<file path="config.mk">
export PLATFORM = sky130hd
export DESIGN_NAME = lu_stall_ctrl
export DESIGN_NICKNAME = d
export VERILOG_FILES = /design/src/rtl/lu_stall_ctrl.sv
export SDC_FILE = /design/constraint.sdc
export NUM_CORES = 1
export LEC_CHECK = 0
export ABC_AREA = 1
export BUFFER_PORTS_ARGS = -buffer_cell sky130_fd_sc_hd__buf_2
export CAP_MARGIN = 20
export CORE_UTILIZATION = 48
export DETAILED_ROUTE_END_ITERATION = 10
export PLACE_DENSITY = 0.75
export SETUP_SLACK_MARGIN = 0.3
export SYNTH_ARGS = -nofsm -noshare
export SYNTH_HDL_FRONTEND = slang
export SYNTH_SLANG_ARGS = --single-unit
</file>
<file path="constraint.sdc">
create_clock -name clk -period 1.6 [get_ports clk]
set_clock_uncertainty 0.1 [all_clocks]
set_input_delay 0.16 -clock clk [delete_from_list [all_inputs] [get_ports clk]]
set_output_delay 0.16 -clock clk [all_outputs]
set_load 0.02 [all_outputs]
</file>
<file path="src/rtl/lu_stall_ctrl.sv">
module lu_stall_ctrl #(
  parameter int RW     = 5,
  parameter int PC_W   = 8,
  parameter int INSN_W = 2 + 3 * RW
) (
  input  logic              clk,
  input  logic              rst_n,
  input  logic [INSN_W-1:0] insn,
  output logic [PC_W-1:0]   pc,
  output logic              pc_write,
  output logic              ifid_write,
  output logic              bubble,
  output logic              ex_valid,
  output logic [PC_W-1:0]   ex_pc,
  output logic              ex_mem_read,
  output logic              ex_reg_write,
  output logic [RW-1:0]     ex_rt,
  output logic [RW-1:0]     ex_rd
);
  localparam int LD_B  = INSN_W - 1;
  localparam int WR_B  = INSN_W - 2;
  localparam int RS_LO = 2 * RW;
  localparam int RT_LO = RW;

  logic [PC_W-1:0]   pc_q;
  logic [INSN_W-1:0] id_insn;
  logic [PC_W-1:0]   id_pc;
  logic              id_v;
  logic [RW-1:0]     id_rs, id_rt;
  logic              hazard;

  assign id_rs = id_insn[RS_LO +: RW];
  assign id_rt = id_insn[RT_LO +: RW];

  assign hazard     = ex_mem_read && ((ex_rt == id_rs) || (ex_rt == id_rt));
  assign bubble     = hazard;
  assign pc_write   = !hazard;
  assign ifid_write = !hazard;
  assign pc         = pc_q;

  always_ff @(posedge clk) begin
    if (!rst_n)        pc_q <= '0;
    else if (pc_write) pc_q <= pc_q + 1'b1;
  end

  always_ff @(posedge clk) begin
    if (!rst_n) begin
      id_insn <= '0;
      id_pc   <= '0;
      id_v    <= 1'b0;
    end else if (ifid_write) begin
      id_insn <= insn;
      id_pc   <= pc_q;
      id_v    <= 1'b1;
    end
  end

  always_ff @(posedge clk) begin
    if (!rst_n || hazard) begin
      ex_valid     <= 1'b0;
      ex_mem_read  <= 1'b0;
      ex_reg_write <= 1'b0;
      ex_pc        <= '0;
      ex_rt        <= '0;
      ex_rd        <= '0;
    end else begin
      ex_valid     <= id_v;
      ex_mem_read  <= id_v && id_insn[LD_B];
      ex_reg_write <= id_v && id_insn[WR_B];
      ex_pc        <= id_pc;
      ex_rt        <= id_rt;
      ex_rd        <= id_insn[0 +: RW];
    end
  end


  pc_hold_chk: assert property (@(posedge clk) disable iff (!rst_n)
    !pc_write |=> pc == $past(pc));


  ifid_hold_chk: assert property (@(posedge clk) disable iff (!rst_n)
    !ifid_write |=> id_pc == $past(id_pc) && id_insn == $past(id_insn));


  bubble_zero_chk: assert property (@(posedge clk) disable iff (!rst_n)
    bubble |=> !ex_valid && !ex_mem_read && !ex_reg_write);


  one_cycle_chk: assert property (@(posedge clk) disable iff (!rst_n)
    bubble |=> !bubble);


  in_order_chk: assert property (@(posedge clk) disable iff (!rst_n)
    (id_v && !bubble) |=> ex_valid && ex_pc == $past(id_pc));
endmodule

</file>
==> summary.txt, run 1 <==
Placement
  – Placer Congestion: 0.8056
  – PortBufs: 50
  – Post-DP HPWL: 3.060 mm

Die
  – DIE AREA: 4857 sq um
  – Core ar.: 4384 sq um
  – Die height: 69.70 um
  – Initial Util: 50.17%
  – I/O pin count: 51
  – Num rows: 24
  – Die X-Extent: 69.70 um

Yosys
  – Mapped Cells: 302
  – Post-synth EDFFs: 0
  – Top cells by area, synth: dfxtp_1 (50%), nor2_1 (14%), nand2_1 (9.6%)
  – Syn_nets: 322
  – #FFs+latches synth: 55
  – Post-Synthesis Cell Area: 2200 sq um
  – Netlist cell types: 20
  – Dominant cell type by area after synthesis: dfxtp_1
  – Primary FF master, synth: dfxtp_1
  – Ys async rst share: 0%
  – Synth Area per Inst: 7.283 sq um
  – Synth top area share: 50.06%
  – Synthesis Warnings: 0
  – Sequential-to-total area share from yosys stat: 50.06%

Critical path
  – CP Max Fanout: 3
  – R2R setup slack: -0.17 ns
  – Req. time, crit path: 1.34 ns
  – Critical Path Source: id_insn[9]
  – Critical path class: flop to primary output
  – Reg2reg start: id_insn[9]
  – Worst setup EP type: primary output
  – Register-to-Register Path Depth: 13
  – CP arrival: 1.55 ns
  – Worst setup SP type: flop
  – Critical R2R Capture: id_pc[0]

Detailed routing
  – Final ANT Viol Nets: 0
  – DRC viols: 0
  – Drt via density: 5.139
  – Routed via count: 2,251
  – Avg WL per Cell: 15.43 um
  – DRT iter0 DRCs: 213
  – Routed WL: 6.759 mm
  – First-pass DRT Iterations: 5

Hold path
  – Worst Hold Path EP: id_insn[15]
  – HP Start: insn[15]
  – Worst hold path type: input port to flop
  – Hold depth: 3

CTS
  – CTS tree: done
  – CTS Buffer Depth: 2
  – Cts bufs inserted: 5
  – H-tree levels: 2
  – Clock Tree Root: clkbuf_8
  – Later-pin clock latency in the skew report: 0.31 ns
  – CTS clk-pin slew, worst paths: 0.09 ns
  – # clock sinks: 55

Final layout
  – Final nets: 405
  – Layout cells sized above 1: 38.08%
  – Area Overhead vs Synth: 52.56%
  – Antenna Cells: 0

Global routing
  – First-pass GRT wire length: 9.998 mm
  – Largest net degree at the start of global routing: 22
  – Gr ovfl total: 0
  – Initial antenna violation count: 0
  – Vias in the first global route: 2,090
  – Total track usage: 26.14%

Timing
  – Setup Viol. Count Final: 37
  – FMAX: 0.5520 GHz
  – Fin crit period: 1.812 ns
  – Worst slew pin tran: 0.6351 ns
  – Hold Slack: 0.02381 ns
  – Fin worst setup slack: -0.2116 ns
  – Post-route clock period utilization: 113.2%
  – Rel. slew slack: 57.66%
  – Final hold violation count: 0
  – TNS Setup: -4.096 ns
  – Fin. max-slew vios: 0
  – RSZ-0062 raised after global routing: true

Status
  – Failing checks: setup timing
  – Outcome: complete, but fails checks

Flow run
  – Max-Cap Viols: 0

Power and ir drop
  – Leak: 0.001567 uW
  – Peak VDD IR: 0.0006279 V
  – Power per standard cell area: 888.1 nW/um^2
-- report_power, final --
part,switching (uW),internal (uW)
clock,443,406
combinational,344,297
sequential,52.6,1440
-- timing repair --
action                                  in CTS  in global routing
gates cloned                                 5                  1
endpoints found under the hold margin       16                  0
hold buffers                                16                  0
setup buffers                                7                  1
gates resized for setup                     60                 47
endpoints found under the setup margin      59                 60
pin swaps                                   10                 11
-- state kept, by name, indices dropped and copies added, names as in the netlist --
name / cells
ex_rt: 5
ex_mem_read: 1
ex_rd: 5
id_insn: 17
id_pc: 8
id_v: 1
ex_pc: 8
pc: 8
ex_valid: 1
ex_reg_write: 1
-- placed cells by master (no fill, tap or decap), types with 6 or more instances in the layout --
cell type	instances
nand2_1	47
inv_1	29
dfxtp_1	40
dlygate4sd3_1	16
nor2_4	16
buf_2	46
nand3_1	32
dfxtp_2	9
nand2_2	9
buf_8	6
dfxtp_4	6
buf_4	8
nor2_1	57
nor2_2	10
inv_2	6
-- kinds of logic (layout without fill, tap and decap cells) --
logic type      after synthesis  after routing  synth area share, %
buf+inv                      51            133                10.58
fa+ha+maj                     1              1               0.5687
simple gates                181            183                34.24
flops                        55             55                50.06
xor+xnor                      8              8                3.185
compound gates                6              6                1.365
-- critical path: stages (launching register included) --
cell and delay [ns]:
dfxtp_2 0.35, inv_1 0.07, nand2_1 0.07, nand2_1 0.10, nor2_4 0.13, nand3_2 0.08
nand2_2 0.10, nand2_4 0.09, buf_8 0.14, buf_6 0.12
-- Yosys cell counts (2+ instances only) --
| cell | count |
|---|---|
| dfxtp_1 | 55 |
| nand2_2 | 2 |
| nand2_1 | 56 |
| buf_2 | 2 |
| inv_1 | 36 |
| xnor2_1 | 4 |
| buf_4 | 3 |
| nand2_4 | 2 |
| buf_6 | 3 |
| xor2_1 | 4 |
| nand3b_1 | 2 |
| nand3_1 | 35 |
| nor2_1 | 83 |
| clkbuf_1 | 5 |
| a21oi_1 | 5 |
-- worst max path at each step --
stage                 endpoint  slack [ns]  cells past startpoint
floorplan             pc_write        0.17                      9
global placement      pc_write         0.1                      9
detailed placement  ifid_write        0.08                      9
CTS                 ifid_write       -0.16                      9
global route        ifid_write       -0.29                      9
finish              ifid_write       -0.21                      9
-- per-stage QoR --
stage	instances	util, %	total power, uW	worst slack [ns]	instance area, sq um
after floorplan	302	-	1776	0.1746	2236
after global placement	400	57.82	1885	0.09890	2535
after detailed placement	400	57.82	1892	0.08276	2535
after CTS	436	72.49	2890	-0.1574	3178
after global routing	438	76.54	3104	-0.2906	3356
final	438	76.54	2980	-0.2116	3356
-- per-layer routing --
layer | GRT usage [%] | wire (um) | share of wire [%] | vias up
li1 | - | - | - | 1081
met1 | 33.55 | 2877 | 43 | 1062
met2 | 44.12 | 3402 | 50 | 91
met3 | 4.797 | 335 | 5.0 | 17
met4 | 9.111 | 143 | 2.1 | 0
met5 | 0 | 0 | 0 | -
-- layout make-up --
cell class,count,area (sq um)
sequential,55,1135
clock buffer,8,101.3
tap,52,65.06
inverter,37,153.9
fill,265,1028
multi-input combinational,198,1114
timing repair buffer,88,787.0
(Power assumes the default switching activity.)
==> run 2, diff against run 1 <==
--- a/config.mk
+++ b/config.mk
@@ -6,11 +6,12 @@
 export NUM_CORES = 1
 export LEC_CHECK = 0
 export ABC_AREA = 1
+export ABC_CLOCK_PERIOD_IN_PS = 2000
 export BUFFER_PORTS_ARGS = -buffer_cell sky130_fd_sc_hd__buf_2
 export CAP_MARGIN = 20
-export CORE_UTILIZATION = 48
+export CORE_UTILIZATION = 52
 export DETAILED_ROUTE_END_ITERATION = 10
-export PLACE_DENSITY = 0.75
+export PLACE_DENSITY = 0.8
 export SETUP_SLACK_MARGIN = 0.3
 export SYNTH_ARGS = -nofsm -noshare
 export SYNTH_HDL_FRONTEND = slang
==> constraint.sdc (replaced) <==
create_clock -name clk -period 2 [get_ports clk]
set_clock_uncertainty 0.1 [all_clocks]
set_input_delay 0.2 -clock clk [delete_from_list [all_inputs] [get_ports clk]]
set_output_delay 0.2 -clock clk [all_outputs]
set_load 0.02 [all_outputs]
==> run 2 against run 1 <==
Compared with the run above:
- the run ends with hold timing left
- sequential share of layout area increased by 6.1 points
- core utilization down 6.7 points
- hold slack got worse by 0.025 ns
- largest cell class unchanged
- non-clock buffer count decreased by 22
- final cell count shrank 5.5%
- sequential cell count did not move
- critical endpoint is now bubble
- first-iteration DRC count fell by 27%
- via count down 8.8%
==> summary.txt, run 2 (synthesis results as in run 1) <==
Detailed routing
  – Routed via count: 2,054 (was 2,251)
  – Final ANT Viol Nets: 0 (unchanged)
  – First-pass DRT Iterations: 4 (was 5)
  – Routed WL: 5.459 mm (was 6.759 mm)
  – Drt via density: 4.961 (was 5.139)
  – DRC viols: 0 (unchanged)
  – DRT iter0 DRCs: 156 (was 213)
  – Avg WL per Cell: 13.19 um (was 15.43 um)

Final layout
  – Layout cells sized above 1: 30.49% (was 38.08%)
  – Top reg by flops: id_insn (unchanged)
  – Design area: 2814 sq um (was 3356 sq um)
  – Most frequent cells in the layout: nor2_1 (81), buf_2 (47), nand2_1 (46) (was nor2_1 (57), nand2_1 (47), buf_2 (46))
  – Register area: 1124 sq um (was 1135 sq um)
  – Final nets: 383 (was 405)
  – Antenna Cells: 0 (unchanged)
  – Fillers: 313 (was 265)
  – Multi-input combinational cell area: 947.2 sq um (was 1114 sq um)
  – Max reg flops: 17 (unchanged)
  – Area Overhead vs Synth: 27.93% (was 52.56%)
  – Commonest non-fill, non-tap cell in the layout: nor2_1 (unchanged)

Global routing
  – Total track usage: 23.54% (was 26.14%)
  – Gr ovfl total: 0 (unchanged)
  – Vias in the first global route: 1,814 (was 2,090)
  – First-pass GRT wire length: 7.907 mm (was 9.998 mm)
  – Initial antenna violation count: 0 (unchanged)
  – Largest net degree at the start of global routing: 33 (was 22)

Critical path
  – Worst setup SP type: flop (unchanged)
  – Number of cells on the critical path: 9 (unchanged)
  – Peak per-stage delay on the critical path: 0.38 ns (was 0.35 ns)
  – Register-to-Register Path Depth: 10 (was 13)
  – Critical path class: flop to primary output (unchanged)
  – Buf/Inv on CP: 3 (unchanged)
  – Req. time, crit path: 1.70 ns (was 1.34 ns)
  – Worst path slowest cell: dfxtp_4 (was dfxtp_2)
  – CP Cell Sequence: inv_2 -> nand2_1 -> nand2_1 -> nor2_1 -> nand3_1 -> nand2_4 -> nand2_8 -> clkinv_8 -> buf_8 (was inv_1 -> nand2_1 -> nand2_1 -> nor2_4 -> nand3_2 -> nand2_2 -> nand2_4 -> buf_8 -> buf_6)
  – Top delay family on crit path: simple AND/OR/NAND/NOR gates (unchanged)
  – Reg2reg start: ex_rt[1] (was id_insn[9])
  – Worst setup EP type: primary output (unchanged)
  – CP Max Fanout: 5 (was 3)
  – Most used cell, CP: nand2_1 (unchanged)
  – Critical R2R Capture: pc[3] (was id_pc[0])
  – R2R setup slack: 0.24 ns (was -0.17 ns)
  – CP arrival: 1.49 ns (was 1.55 ns)

CTS
  – CTS Buffer Depth: 2 (unchanged)
  – H-tree levels: 2 (unchanged)
  – Clock Tree Root: clkbuf_8 (unchanged)
  – CTS tree: done (unchanged)
  – CTS clk-pin slew, worst paths: 0.10 ns (was 0.09 ns)
  – # clock sinks: 55 (unchanged)
  – Later-pin clock latency in the skew report: 0.31 ns (about the same)
  – Cts bufs inserted: 5 (unchanged)

Placement
  – PortBufs: 50 (unchanged)
  – Post-DP HPWL: 2.878 mm (was 3.060 mm)
  – Cell Area, Placed: 2454 sq um (was 2535 sq um)
  – Placer Congestion: 0.8089 (was 0.8056)
  – Pre-CTS setup slack: 0.3493 ns (was 0.08276 ns)

Power and ir drop
  – Peak VDD IR: 0.0003888 V (was 0.0006279 V)
  – Power per standard cell area: 794.4 nW/um^2 (was 888.1 nW/um^2)
  – Pwr Total: 2235 uW (was 2980 uW)
  – Leak: 0.001370 uW (was 0.001567 uW)

Hold path
  – Hold depth: 3 (unchanged)
  – Worst Hold Path EP: id_insn[5] (was id_insn[15])
  – Worst hold path type: input port to flop (unchanged)
  – HP Start: insn[5] (was insn[15])

Timing
  – Hold Slack: -0.0008936 ns (was 0.02381 ns)
  – FMAX: 0.5589 GHz
  – Fin. max-slew vios: 0 (unchanged)
  – Final hold violation count: 2 (was 0)
  – Setup Viol. Count Final: 0 (was 37)
  – Fin worst setup slack: 0.2107 ns (was -0.2116 ns)
  – Fin crit period: 1.789 ns
  – RSZ-0062 raised after global routing: true (unchanged)
  – Rel. slew slack: 66.19% (was 57.66%)
  – TNS Setup: 0 ns (was -4.096 ns)
  – Post-route clock period utilization: 89.46%
  – Worst slew pin tran: 0.5071 ns (was 0.6351 ns)

Status
  – Failing checks: hold timing (was setup timing)
  – Outcome: complete, but fails checks (unchanged)

Die
  – Num rows: 23 (was 24)
  – Die height: 67.04 um (was 69.70 um)
  – DIE AREA: 4494 sq um (was 4857 sq um)
  – I/O pin count: 51 (unchanged)
  – Core ar.: 4029 sq um (was 4384 sq um)
  – Die X-Extent: 67.04 um (was 69.70 um)
  – Initial Util: 54.60% (was 50.17%)

Flow run
  – Max-Cap Viols: 0 (unchanged)
-- run 2: cell types whose count changed in the layout (fill, tap and decap cells not counted), sizes merged --
cell         delta
clkbuf          -2
clkinv          +1
clkinvlp        +1
buf             -9
nand2           -1
dlygate4sd3    -11
bufbuf          -1
-- run 2: what timing repair did --
action / 4_1_cts / 5_1_grt
gates resized for setup: 9 / 44
setup endpoints to repair: 3 / 54
endpoints found under the hold margin: 5 / 0
buffers inserted: 5 / 2
hold buffers: 5 / 0
cloned: 1 / 1
pin swaps: 2 / 12
-- run 2: worst max path at each step --
stage / startpoint / to / slack (ns)
2_1_floorplan: ex_rt[4] / pc_write / 0.38
3_3_place_gp: ex_rt[1] / bubble / 0.38
3_5_place_dp: ex_rt[4] / bubble / 0.35
4_1_cts: ex_rt[4] / bubble / 0.26
5_1_grt: ex_rt[0] / bubble / 0.17
6_report: ex_rt[1] / bubble / 0.21
-- run 2: power by group --
group          internal (uW)  switching (uW)  total (uW)
logic                    143             234         377
registers               1150            35.9        1190
clock network            316             356         672
total                   1610             626        2240
-- run 2: routing by layer --
metal | GRT usage [%] | wire length, um | up-vias
met1 | 28.92 | 2384 | 942
li1 | - | - | 1037
met4 | 7.979 | 62 | 0
met5 | 0 | 0 | -
met2 | 40.38 | 2762 | 67
met3 | 4.623 | 250 | 8
-- run 2: final cells by class --
class,count,share of cell area (%)
Clock buffer,7,3.424
Clock inverter,1,0.2668
Inverter,37,5.380
Multi-Input combinational cell,197,33.66
Timing Repair Buffer,66,14.81
Timing Repair inverter,1,0.3112
Tap cell,50,2.223
Sequential cell,55,39.93
-- run 2: stage by stage --
stage          util (%)  std cells
2_1_floorplan         -        302
3_3_place_gp      60.90        392
3_5_place_dp      60.90        392
4_1_cts           66.52        411
5_1_grt           69.84        414
6_report          69.84        414
-- run 2: worst register-to-register path, delay by kind of cell (launching register included) --
kind                   cells  cell delay (ns)
flip-flops                 1             0.38
AO/OA/AOI/OAI              1             0.17
AND/OR/NAND/NOR            6             0.67
buffers and inverters      3             0.38
